`config.mk`:
```
export PLATFORM = sky130hd
export DESIGN_NAME = wiper_ctrl
export DESIGN_NICKNAME = d
export VERILOG_FILES = /design/src/rtl/wiper_pkg.sv /design/src/rtl/in_sync.sv /design/src/rtl/tap_decoder.sv /design/src/rtl/nv_store.sv /design/src/rtl/wiper_ctrl.sv
export SDC_FILE = /design/constraint.sdc
export NUM_CORES = 1
export LEC_CHECK = 0
export CAP_MARGIN = 20
export CORE_AREA = 2 2 68 119
export CTS_CLUSTER_SIZE = 14
export DETAILED_ROUTE_END_ITERATION = 12
export DIE_AREA = 0 0 70 121
export DONT_BUFFER_PORTS = 1
export PLACE_DENSITY = 0.52
export REMOVE_ABC_BUFFERS = 1
export SYNTH_ARGS = -nofsm -noshare
export SYNTH_HDL_FRONTEND = slang
export SYNTH_SLANG_ARGS = --single-unit
```
`constraint.sdc`:
```
create_clock -name clk -period 3 [get_ports clk]
set_input_delay 0.3 -clock clk [delete_from_list [all_inputs] [get_ports clk]]
set_output_delay 0.3 -clock clk [all_outputs]
set_load 0.02 [all_outputs]
```
`src/rtl/wiper_pkg.sv`:
```
package wiper_pkg;

    typedef enum logic [1:0] {
        ST_RECALL  = 2'd0,
        ST_STANDBY = 2'd1,
        ST_ACTIVE  = 2'd2,
        ST_WRITE   = 2'd3
    } wstate_e;

endpackage

```
`src/rtl/in_sync.sv`:
```
module in_sync #(
    parameter int          W         = 3,
    parameter logic [W-1:0] RESET_VAL = '1
) (
    input  logic         clk,
    input  logic         rst_n,
    input  logic [W-1:0] async_i,
    output logic [W-1:0] lvl_o
);

    logic [W-1:0] meta_d, meta_q;
    logic [W-1:0] lvl_d, lvl_q;

    for (genvar b = 0; b < W; b++) begin : g_bit
        always_comb begin
            meta_d[b] = async_i[b];
            lvl_d[b]  = meta_q[b];
        end
    end

    always_ff @(posedge clk or negedge rst_n) begin
        if (!rst_n) begin
            meta_q <= RESET_VAL;
            lvl_q  <= RESET_VAL;
        end else begin
            meta_q <= meta_d;
            lvl_q  <= lvl_d;
        end
    end

    assign lvl_o = lvl_q;

endmodule

```
`src/rtl/tap_decoder.sv`:
```
module tap_decoder #(
    parameter int NUM_POS = 100,
    parameter int POS_W   = $clog2(NUM_POS)
) (
    input  logic [POS_W-1:0]   pos_i,
    output logic [NUM_POS-1:0] taps_o
);

    for (genvar k = 0; k < NUM_POS; k++) begin : g_tap
        assign taps_o[k] = (pos_i == POS_W'(k));
    end

endmodule

```
`src/rtl/nv_store.sv`:
```
module nv_store #(
    parameter int POS_W       = 7,
    parameter int STORE_CYCLES = 64,
    parameter int NV_INIT     = 0,
    localparam int CNT_W      = $clog2(STORE_CYCLES + 1)
) (
    input  logic             clk,
    input  logic             rst_n,
    input  logic             start_i,
    input  logic [POS_W-1:0] data_i,
    output logic             busy_o,
    output logic             done_o,
    output logic [POS_W-1:0] nv_o
);

    typedef struct packed {
        logic             busy;
        logic [CNT_W-1:0] cnt;
        logic [POS_W-1:0] wbuf;
    } wr_s;

    wr_s wr_d, wr_q;
    logic done;

    // retained bank: deliberately outside the reset domain
    logic [POS_W-1:0] nv_q = POS_W'(NV_INIT);

    always_comb begin
        wr_d = wr_q;
        done = wr_q.busy && (wr_q.cnt == '0);
        if (start_i && !wr_q.busy) begin
            wr_d.busy = 1'b1;
            wr_d.cnt  = CNT_W'(STORE_CYCLES - 1);
            wr_d.wbuf = data_i;
        end else if (done) begin
            wr_d.busy = 1'b0;
        end else if (wr_q.busy) begin
            wr_d.cnt = wr_q.cnt - CNT_W'(1);
        end
    end

    always_ff @(posedge clk or negedge rst_n) begin
        if (!rst_n) wr_q <= '0;
        else        wr_q <= wr_d;
    end

    always_ff @(posedge clk) begin
        if (rst_n && done) nv_q <= wr_q.wbuf;
    end

    assign busy_o = wr_q.busy;
    assign done_o = done;
    assign nv_o   = nv_q;

    // no new write may be launched while one is in flight
    p_no_restart_r8: assert property (@(posedge clk) disable iff (!rst_n)
        wr_q.busy |-> !start_i);

    // retained value only changes at the end of a write
    p_nv_hold_r6: assert property (@(posedge clk) disable iff (!rst_n)
        !done |=> $stable(nv_q));

    // a launched write raises busy on the next cycle
    p_start_busy_r8: assert property (@(posedge clk) disable iff (!rst_n)
        start_i |=> wr_q.busy);

endmodule

```
`src/rtl/wiper_ctrl.sv`:
```
module wiper_ctrl #(
    parameter int  NUM_POS      = 100,
    parameter int  STORE_CYCLES = 64,
    parameter int  NV_INIT      = 0,
    localparam int POS_W        = $clog2(NUM_POS)
) (
    input  logic               clk,
    input  logic               rst_n,
    input  logic               sel_n,
    input  logic               step,
    input  logic               dir_up,
    output logic [POS_W-1:0]   pos_o,
    output logic [NUM_POS-1:0] taps_o,
    output logic               store_busy_o
);
    import wiper_pkg::*;

    localparam logic [POS_W-1:0] POS_MAX = POS_W'(NUM_POS - 1);

    typedef struct packed {
        wstate_e          state;
        logic [POS_W-1:0] pos;
        logic             sel_prev;
        logic             step_prev;
    } ctl_s;

    ctl_s ctl_d, ctl_q;

    logic [2:0]       sync_lvl;
    logic             sel_l, step_l, dir_l;
    logic             sel_fall, sel_rise, step_fall;
    logic             store_go;
    logic             nv_busy, nv_done;
    logic [POS_W-1:0] nv_val;

    in_sync #(.W(3), .RESET_VAL(3'b111)) i_sync (
        .clk     (clk),
        .rst_n   (rst_n),
        .async_i ({dir_up, step, sel_n}),
        .lvl_o   (sync_lvl)
    );

    assign sel_l  = sync_lvl[0];
    assign step_l = sync_lvl[1];
    assign dir_l  = sync_lvl[2];

    always_comb begin
        ctl_d     = ctl_q;
        store_go  = 1'b0;
        sel_fall  = ctl_q.sel_prev && !sel_l;
        sel_rise  = !ctl_q.sel_prev && sel_l;
        step_fall = ctl_q.step_prev && !step_l;
        ctl_d.sel_prev  = sel_l;
        ctl_d.step_prev = step_l;
        case (ctl_q.state)
            ST_RECALL: begin
                ctl_d.pos   = nv_val;
                ctl_d.state = ST_STANDBY;
            end
            ST_STANDBY: begin
                if (sel_fall) ctl_d.state = ST_ACTIVE;
            end
            ST_ACTIVE: begin
                if (sel_rise) begin
                    if (step_l) begin
                        store_go    = 1'b1;
                        ctl_d.state = ST_WRITE;
                    end else begin
                        ctl_d.state = ST_STANDBY;
                    end
                end else if (step_fall) begin
                    if (dir_l && ctl_q.pos != POS_MAX)
                        ctl_d.pos = ctl_q.pos + POS_W'(1);
                    else if (!dir_l && ctl_q.pos != '0)
                        ctl_d.pos = ctl_q.pos - POS_W'(1);
                end
            end
            ST_WRITE: begin
                if (nv_done) ctl_d.state = ST_STANDBY;
            end
            default: ctl_d.state = ST_STANDBY;
        endcase
    end

    always_ff @(posedge clk or negedge rst_n) begin
        if (!rst_n) begin
            ctl_q.state     <= ST_RECALL;
            ctl_q.pos       <= '0;
            ctl_q.sel_prev  <= 1'b1;
            ctl_q.step_prev <= 1'b1;
        end else begin
            ctl_q <= ctl_d;
        end
    end

    nv_store #(
        .POS_W        (POS_W),
        .STORE_CYCLES (STORE_CYCLES),
        .NV_INIT      (NV_INIT)
    ) i_nv (
        .clk     (clk),
        .rst_n   (rst_n),
        .start_i (store_go),
        .data_i  (ctl_q.pos),
        .busy_o  (nv_busy),
        .done_o  (nv_done),
        .nv_o    (nv_val)
    );

    tap_decoder #(.NUM_POS(NUM_POS), .POS_W(POS_W)) i_dec (
        .pos_i  (ctl_q.pos),
        .taps_o (taps_o)
    );

    assign pos_o        = ctl_q.pos;
    assign store_busy_o = nv_busy;

    // position inside the legal range
    p_range_r1: assert property (@(posedge clk) disable iff (!rst_n)
        pos_o <= POS_MAX);

    // decoder output is one-hot
    p_taps_onehot_r1: assert property (@(posedge clk) disable iff (!rst_n)
        $countones(taps_o) == 1);

    // deselected, the position does not move
    p_deselect_hold_r2: assert property (@(posedge clk) disable iff (!rst_n)
        (ctl_q.state == ST_STANDBY) |=> $stable(pos_o));

    // at most one position per cycle while selected
    p_single_step_r3: assert property (@(posedge clk) disable iff (!rst_n)
        (ctl_q.state == ST_ACTIVE) |=> (pos_o == $past(pos_o) ||
            pos_o == $past(pos_o) + POS_W'(1) || pos_o == $past(pos_o) - POS_W'(1)));

    // busy write freezes the position
    p_write_hold_r9: assert property (@(posedge clk) disable iff (!rst_n)
        (ctl_q.state == ST_WRITE) |=> $stable(pos_o));

    // busy only while the controller waits on the write
    p_busy_state_r8: assert property (@(posedge clk) disable iff (!rst_n)
        store_busy_o |-> (ctl_q.state == ST_WRITE));

endmodule

```
# --- Yosys cells after proc, flatten, opt, wreduce, memory -nomap -nowiden ---
# Index checks and enable logic that the tools add are counted.
classes:
  add_sub_neg: 3
  n_mul: 0
  n_div: 0
  order_cmp: 0
  eq_ne: 110
  shift: 0
  n_mux: 17
  n_bitwise: 0
  n_reduce_logical: 23
op_table:
  columns: ["operator", "n"]
  rows:
  - ["7-bit == test (second input constant)", 36]
  - ["7-bit by 6-bit == test with 1-bit output (second input constant)", 32]
  - ["7-bit by 5-bit == test with 1-bit output (second input constant)", 16]
  - ["7-bit by 4-bit == test with 1-bit output (second input constant)", 8]
  - ["7-bit two-way mux", 6]
  - ["7-bit by 3-bit == test with 1-bit output (second input constant)", 4]
  - ["7-bit by 2-bit == test with 1-bit output (second input constant)", 2]
  - ["7-bit zero test", 2]
  - ["7-bit case mux with 2 select lines", 1]
  - ["7-bit by 1-bit subtractor with 7-bit output (second input constant)", 2]
  - ["2-bit inequality test (second input constant)", 5]
  - ["1-bit logical AND", 8]
  - ["2-bit two-way mux", 4]
  - ["8-bit two-way mux", 1]
  - ["2-bit case mux with 4 select lines", 1]
  - ["7-bit by 1-bit adder with 7-bit output (second input constant)", 1]
  - ["7-bit by 1-bit == test with 1-bit output (second input constant)", 1]
  - ["7-bit inequality test (second input constant)", 1]
  - ["7-bit nonzero test", 1]
  - ["2-bit nonzero test", 3]
  - ["1-bit zero test", 5]
  - ["2-bit == test (second input constant)", 2]
  - ["1-bit two-way mux", 4]
  - ["4-bit AND reduction", 1]
  - ["6 further kinds", 6]
totals:
  register_bits: 39
  latchBits: 0
  mem_bits_rw: 0
  romBits: 0
  inputBits: 5
  out_inout_bits: 108
  n_memories: 0

# --- Logic depth before layout (Yosys ltp) ---
logic_depth:
  word_depth: 7
  depth_mapped: 9
  mapped_depth_nobuf: 7

# --- Cells and area by module ---
# From an unflattened synthesis, not the netlist that was laid out.
unflattened:
  hier_cells: 320
  area_unflattened_um2: 2736.4
modules_own_cells:
  columns: ["module", "n_inst", "cells_each", "area_per_inst_um2", "seq_area_each_um2"]
  rows:
  - ["wiper_ctrl", 1, 104, 954.7, 277.8]
  - ["nv_store", 1, 67, 932.1, 585.6]
  - ["tap_decoder", 1, 143, 691.9, 0.0]
  - ["in_sync", 1, 6, 157.7, 157.7]

# --- Least setup slack after synthesis ---
# No wires, ideal clock.
synth_timing:
  path_type: "flip-flop to output port"
  start: "register ctl_q (netlist bit pos_o[4])"
  end: "output port taps_o[32]"
  t_arrival_ns: 1.659
  slack_ns: 1.041
  stages_incl_launch_ff: 6
  path_buffers: 3
  path_cell_list: "dfrtp_1 -> buf_2 -> or3b_2 -> clkbuf_1 -> clkbuf_1 -> nor2_1"
synth_between:
  elab_chain_cells: 1
synth_lines:
  columns: ["element", "line", "source"]
  rows:
  - ["from (decl)", "wiper_ctrl.sv:27", "ctl_s ctl_d, ctl_q;"]
  - ["from (signal assigned)", "wiper_ctrl.sv:92", "ctl_q <= ctl_d;"]
  - ["7-bit by 6-bit == test with 1-bit output", "tap_decoder.sv:10", "assign taps_o[k] = (pos_i == POS_W'(k));"]
  - ["to (decl)", "wiper_ctrl.sv:13", "output logic [NUM_POS-1:0] taps_o,"]
# No other way between the ends.

# --- Final worst setup path ---
layout_timing:
  start: "register ctl_q (netlist bit pos_o[4])"
  end: "output port taps_o[92]"
layout_between:
  elab_chain_cells: 1
layout_lines:
  columns: ["element", "line"]
  rows:
  - ["7-bit == test", "tap_decoder.sv:10"]
# No other way between the ends.

==> results.md <==
* Levels on crit path at 2
* CTS tree: yes
* Distinct cells, synth at 50
* Hold Path Class: input port to flop
* Clk_lat worst skew at about 0.28 ns
* Most frequent cells in the layout: nor2_1 (113), nand2_1 (43), dfrtp_1 (24)
* Kind of critical path: flop to output pin
* Port bufs at 0
* Synth-to-layout area growth at 4.968%
* Non-Filler Instances at ~400
* DRC viols at 0
* Iteration count of the initial detailed-routing pass at 4
* Clk_skew at 0.003631 ns
* Crit-path leading delay family: simple AND/OR/NAND/NOR gates
* Critical Path AT at ~2.1 ns
* Top_reg_cell synth: dfrtp_1
* Yosys warnings at 0
* Dpl cells at just under 400
* Hold path cells at 0
* Max clock buf depth at 2
* Pleak at 1.046 nW
* Max-cap viol count at 0
* IO Count at 113
* Cells after synthesis at 329
* CP Launch Type: flop
* Share of synthesized flip-flops with an asynchronous set or reset at 0.8205
* Net count, final at ~330
* Gr ovfl total at 0
* # rows at 42
* First-pass GRT wire length at between 10,000 and 15,000 um
* WL per Instance at 17.14 um
* Routed Antenna Nets at 0
* Maximum net fanout on the critical path at 16
* RSZ-0062 raised after global routing: false
* Largest net degree at the start of global routing at 33
* Die ar. at 8470 sq um
* Comb power frac at 0.434
* Worst slew pin tran at approximately 0.76 ns
* Setup Buffers After CTS at 0
* Diode count at 0
* Share of cells above drive strength 1 at 0.09325
* Clock network power share at 0.184
* Total GRT Usage at 0.1598
* Fin Setup TNS at 0 ns
* Post-Syn Area at 2569 sq um
* Sink Count at 39
* Reg-to-Reg Start: pos_o[0]$_DFFE_PN0P_
* Fmax at around 410 MHz
* Seq pwr share at 0.382
* DP Area at 2530 sq um
* Hold EP: i_sync.lvl_d[2]$_DFF_PN1_
* Via count at 2,177
* Drt initial violations at 105
* WP buf/inv at 0
* Drt via density at 5.456
* Power Density at 1001 nW/um^2
* Final WL at 6840 um
* Reg-to-Reg End: pos_o[6]$_DFFE_PN0P_
* Antenna violations before repair at 0
* Sw frac at 0.4859
* Min-delay src: dir_up
* Max incr delay on CP at 0.70 ns
* Crit path cell chain: nand3b_1 -> nor2_1
* Sequential-to-total area share from yosys stat at 0.3975
* Die H at 121 um
* Reg2reg setup slack at approximately 0.64 ns
* Slew Limit Fails at 0
* Max-slew headroom at 0.4934
* Period utilization at 0.8057
* WHS at 0.01566 ns
* Net switching power at 1.312 mW
* Number of flops mapped to enable cells by yosys at 7
* Max VDD drop at 0.3107 mV
* Worst setup EP type: output pin
* Final Critical Period at 2.417 ns
* Critical Path RT at ~2.7 ns
* Fin. Hold Viols at 0
* Worst r2r path cells at 6
* Core Area at roughly 7500 sq um
* Cell area after layout at 2696 sq um
* CTS Root Cell: clkbuf_16
* Status: finished, final reports clean
* Die Wd at 70 um
* Pint at 1.388 mW
* CTS Buf Count at 5
* Setup violations, final at 0
* Seq cells post-synth at 39
* Most common cell after layout, fill and taps aside: nor2_1
* Post-DP HPWL at just over 5000 um
* Vias in the first global route at 2,053
* Crit-path slowest cell: dfrtp_1
* Starting density of the core at 0.3442
* Mapped Avg Cell Area at about 7.8 sq um
* RePlAce Congestion at 0.7984
* Layout fillers at just under 800
* Depth of the CTS H-tree at 2
* Clk slew on worst S/H paths at 0.05 ns
[cell type report]
type / instances / area [sq um] / share of cell area
multi-input cells: 251 / 1354 / 0.5021
flip-flops and latches: 39 / 1021 / 0.3787
clock buffers: 8 / 136.4 / 0.05058
well taps: 88 / 110.1 / 0.04084
repair buffers: 3 / 37.54 / 0.01392
inverters: 10 / 37.54 / 0.01392
[cells by family after synthesis]
kind of cell    share of synthesized area
buf+inv                           0.07550
mux                              0.007794
flops                              0.3975
xor+xnor                          0.02387
fa+ha+maj                         0.05845
compound gates                    0.09889
simple gates                       0.3380
[state kept, by name, summed over array words and instances, names as in the netlist]
register      cells
i_nv.wr_q        14
i_sync.lvl_o      3
pos_o             7
i_nv.busy_o       1
i_nv.nv_o         7
i_sync.lvl_d      3
ctl_q             4
[how the worst max path moves through the flow]
stage | from | end | slack (ns)
2_1_floorplan | pos_o[0]$_DFFE_PN0P_ | pos_o[6]$_DFFE_PN0P_ | 0.94
3_3_place_gp | pos_o[0]$_DFFE_PN0P_ | pos_o[6]$_DFFE_PN0P_ | 0.71
3_5_place_dp | pos_o[0]$_DFFE_PN0P_ | pos_o[6]$_DFFE_PN0P_ | 0.65
4_1_cts | pos_o[4]$_DFFE_PN0P_ | taps_o[92] | 0.61
5_1_grt | pos_o[3]$_DFFE_PN0P_ | taps_o[43] | 0.45
6_report | pos_o[4]$_DFFE_PN0P_ | taps_o[92] | 0.58
[layer usage]
layer | up-vias | track usage | wire length [um] | share of wire
met5 | - | 0 | 0 | 0
met4 | 0 | 0.09135 | 197 | 0.029
met3 | 12 | 0.02990 | 408 | 0.060
met2 | 107 | 0.3226 | 3823 | 0.56
met1 | 1035 | 0.1410 | 2411 | 0.35
li1 | 1023 | - | - | -
[power groups by stage]
stage                     Combinational (mW)  Sequential, mW  Clock, mW
final                                   1.17            1.03      0.498
after detailed placement                1.16            1.04          0
after floorplan                        0.917           0.960          0
after global routing                    1.29            1.07      0.537
after CTS                               1.18            1.03      0.515
after global placement                  1.14            1.03          0
[through the flow]
stage                     total power [mW]  setup WS [ns]  utilization
after floorplan                      1.877         0.9371            -
after detailed placement             2.198         0.6478       0.3390
after CTS                            2.723         0.6081       0.3613
after global placement               2.166         0.7144       0.3390
after global routing                 2.897         0.4492       0.3613
final                                2.700         0.5830       0.3613
[repair_timing]
action / in CTS / in global routing
resized for setup: 0 / 0
hold endpoints to repair: 32 / 0
hold buffers: 2 / 0
[synth_stat cells, types with 2 or more instances]
master	instances	area (sq um)
clkbuf_1	14	52.55
nor2_1	113	424.2
o211ai_2	2	25.02
edfxtp_1	7	210.2
buf_2	3	15.01
a31oi_1	3	18.77
dfrtp_1	24	600.6
o21ai_1	2	10.01
a21oi_1	6	30.03
nand3_1	6	30.03
dfstp_2	8	210.2
or3_1	5	31.28
nand2b_1	4	25.02
xnor2_1	3	26.28
o211ai_1	2	15.01
nand4_1	4	25.02
inv_1	10	37.54
ha_1	12	150.1
clkbuf_2	2	10.01
nor2b_1	3	18.77
mux2i_1	2	20.02
o22a_1	2	17.52
buf_4	9	67.56
and3_1	2	12.51
nor3_1	3	15.01
or3b_2	3	26.28
xor2_1	4	35.03
nand2_1	43	161.4
nand3b_1	2	15.01
o21ai_0	6	30.03
(Power assumes the default switching activity.)
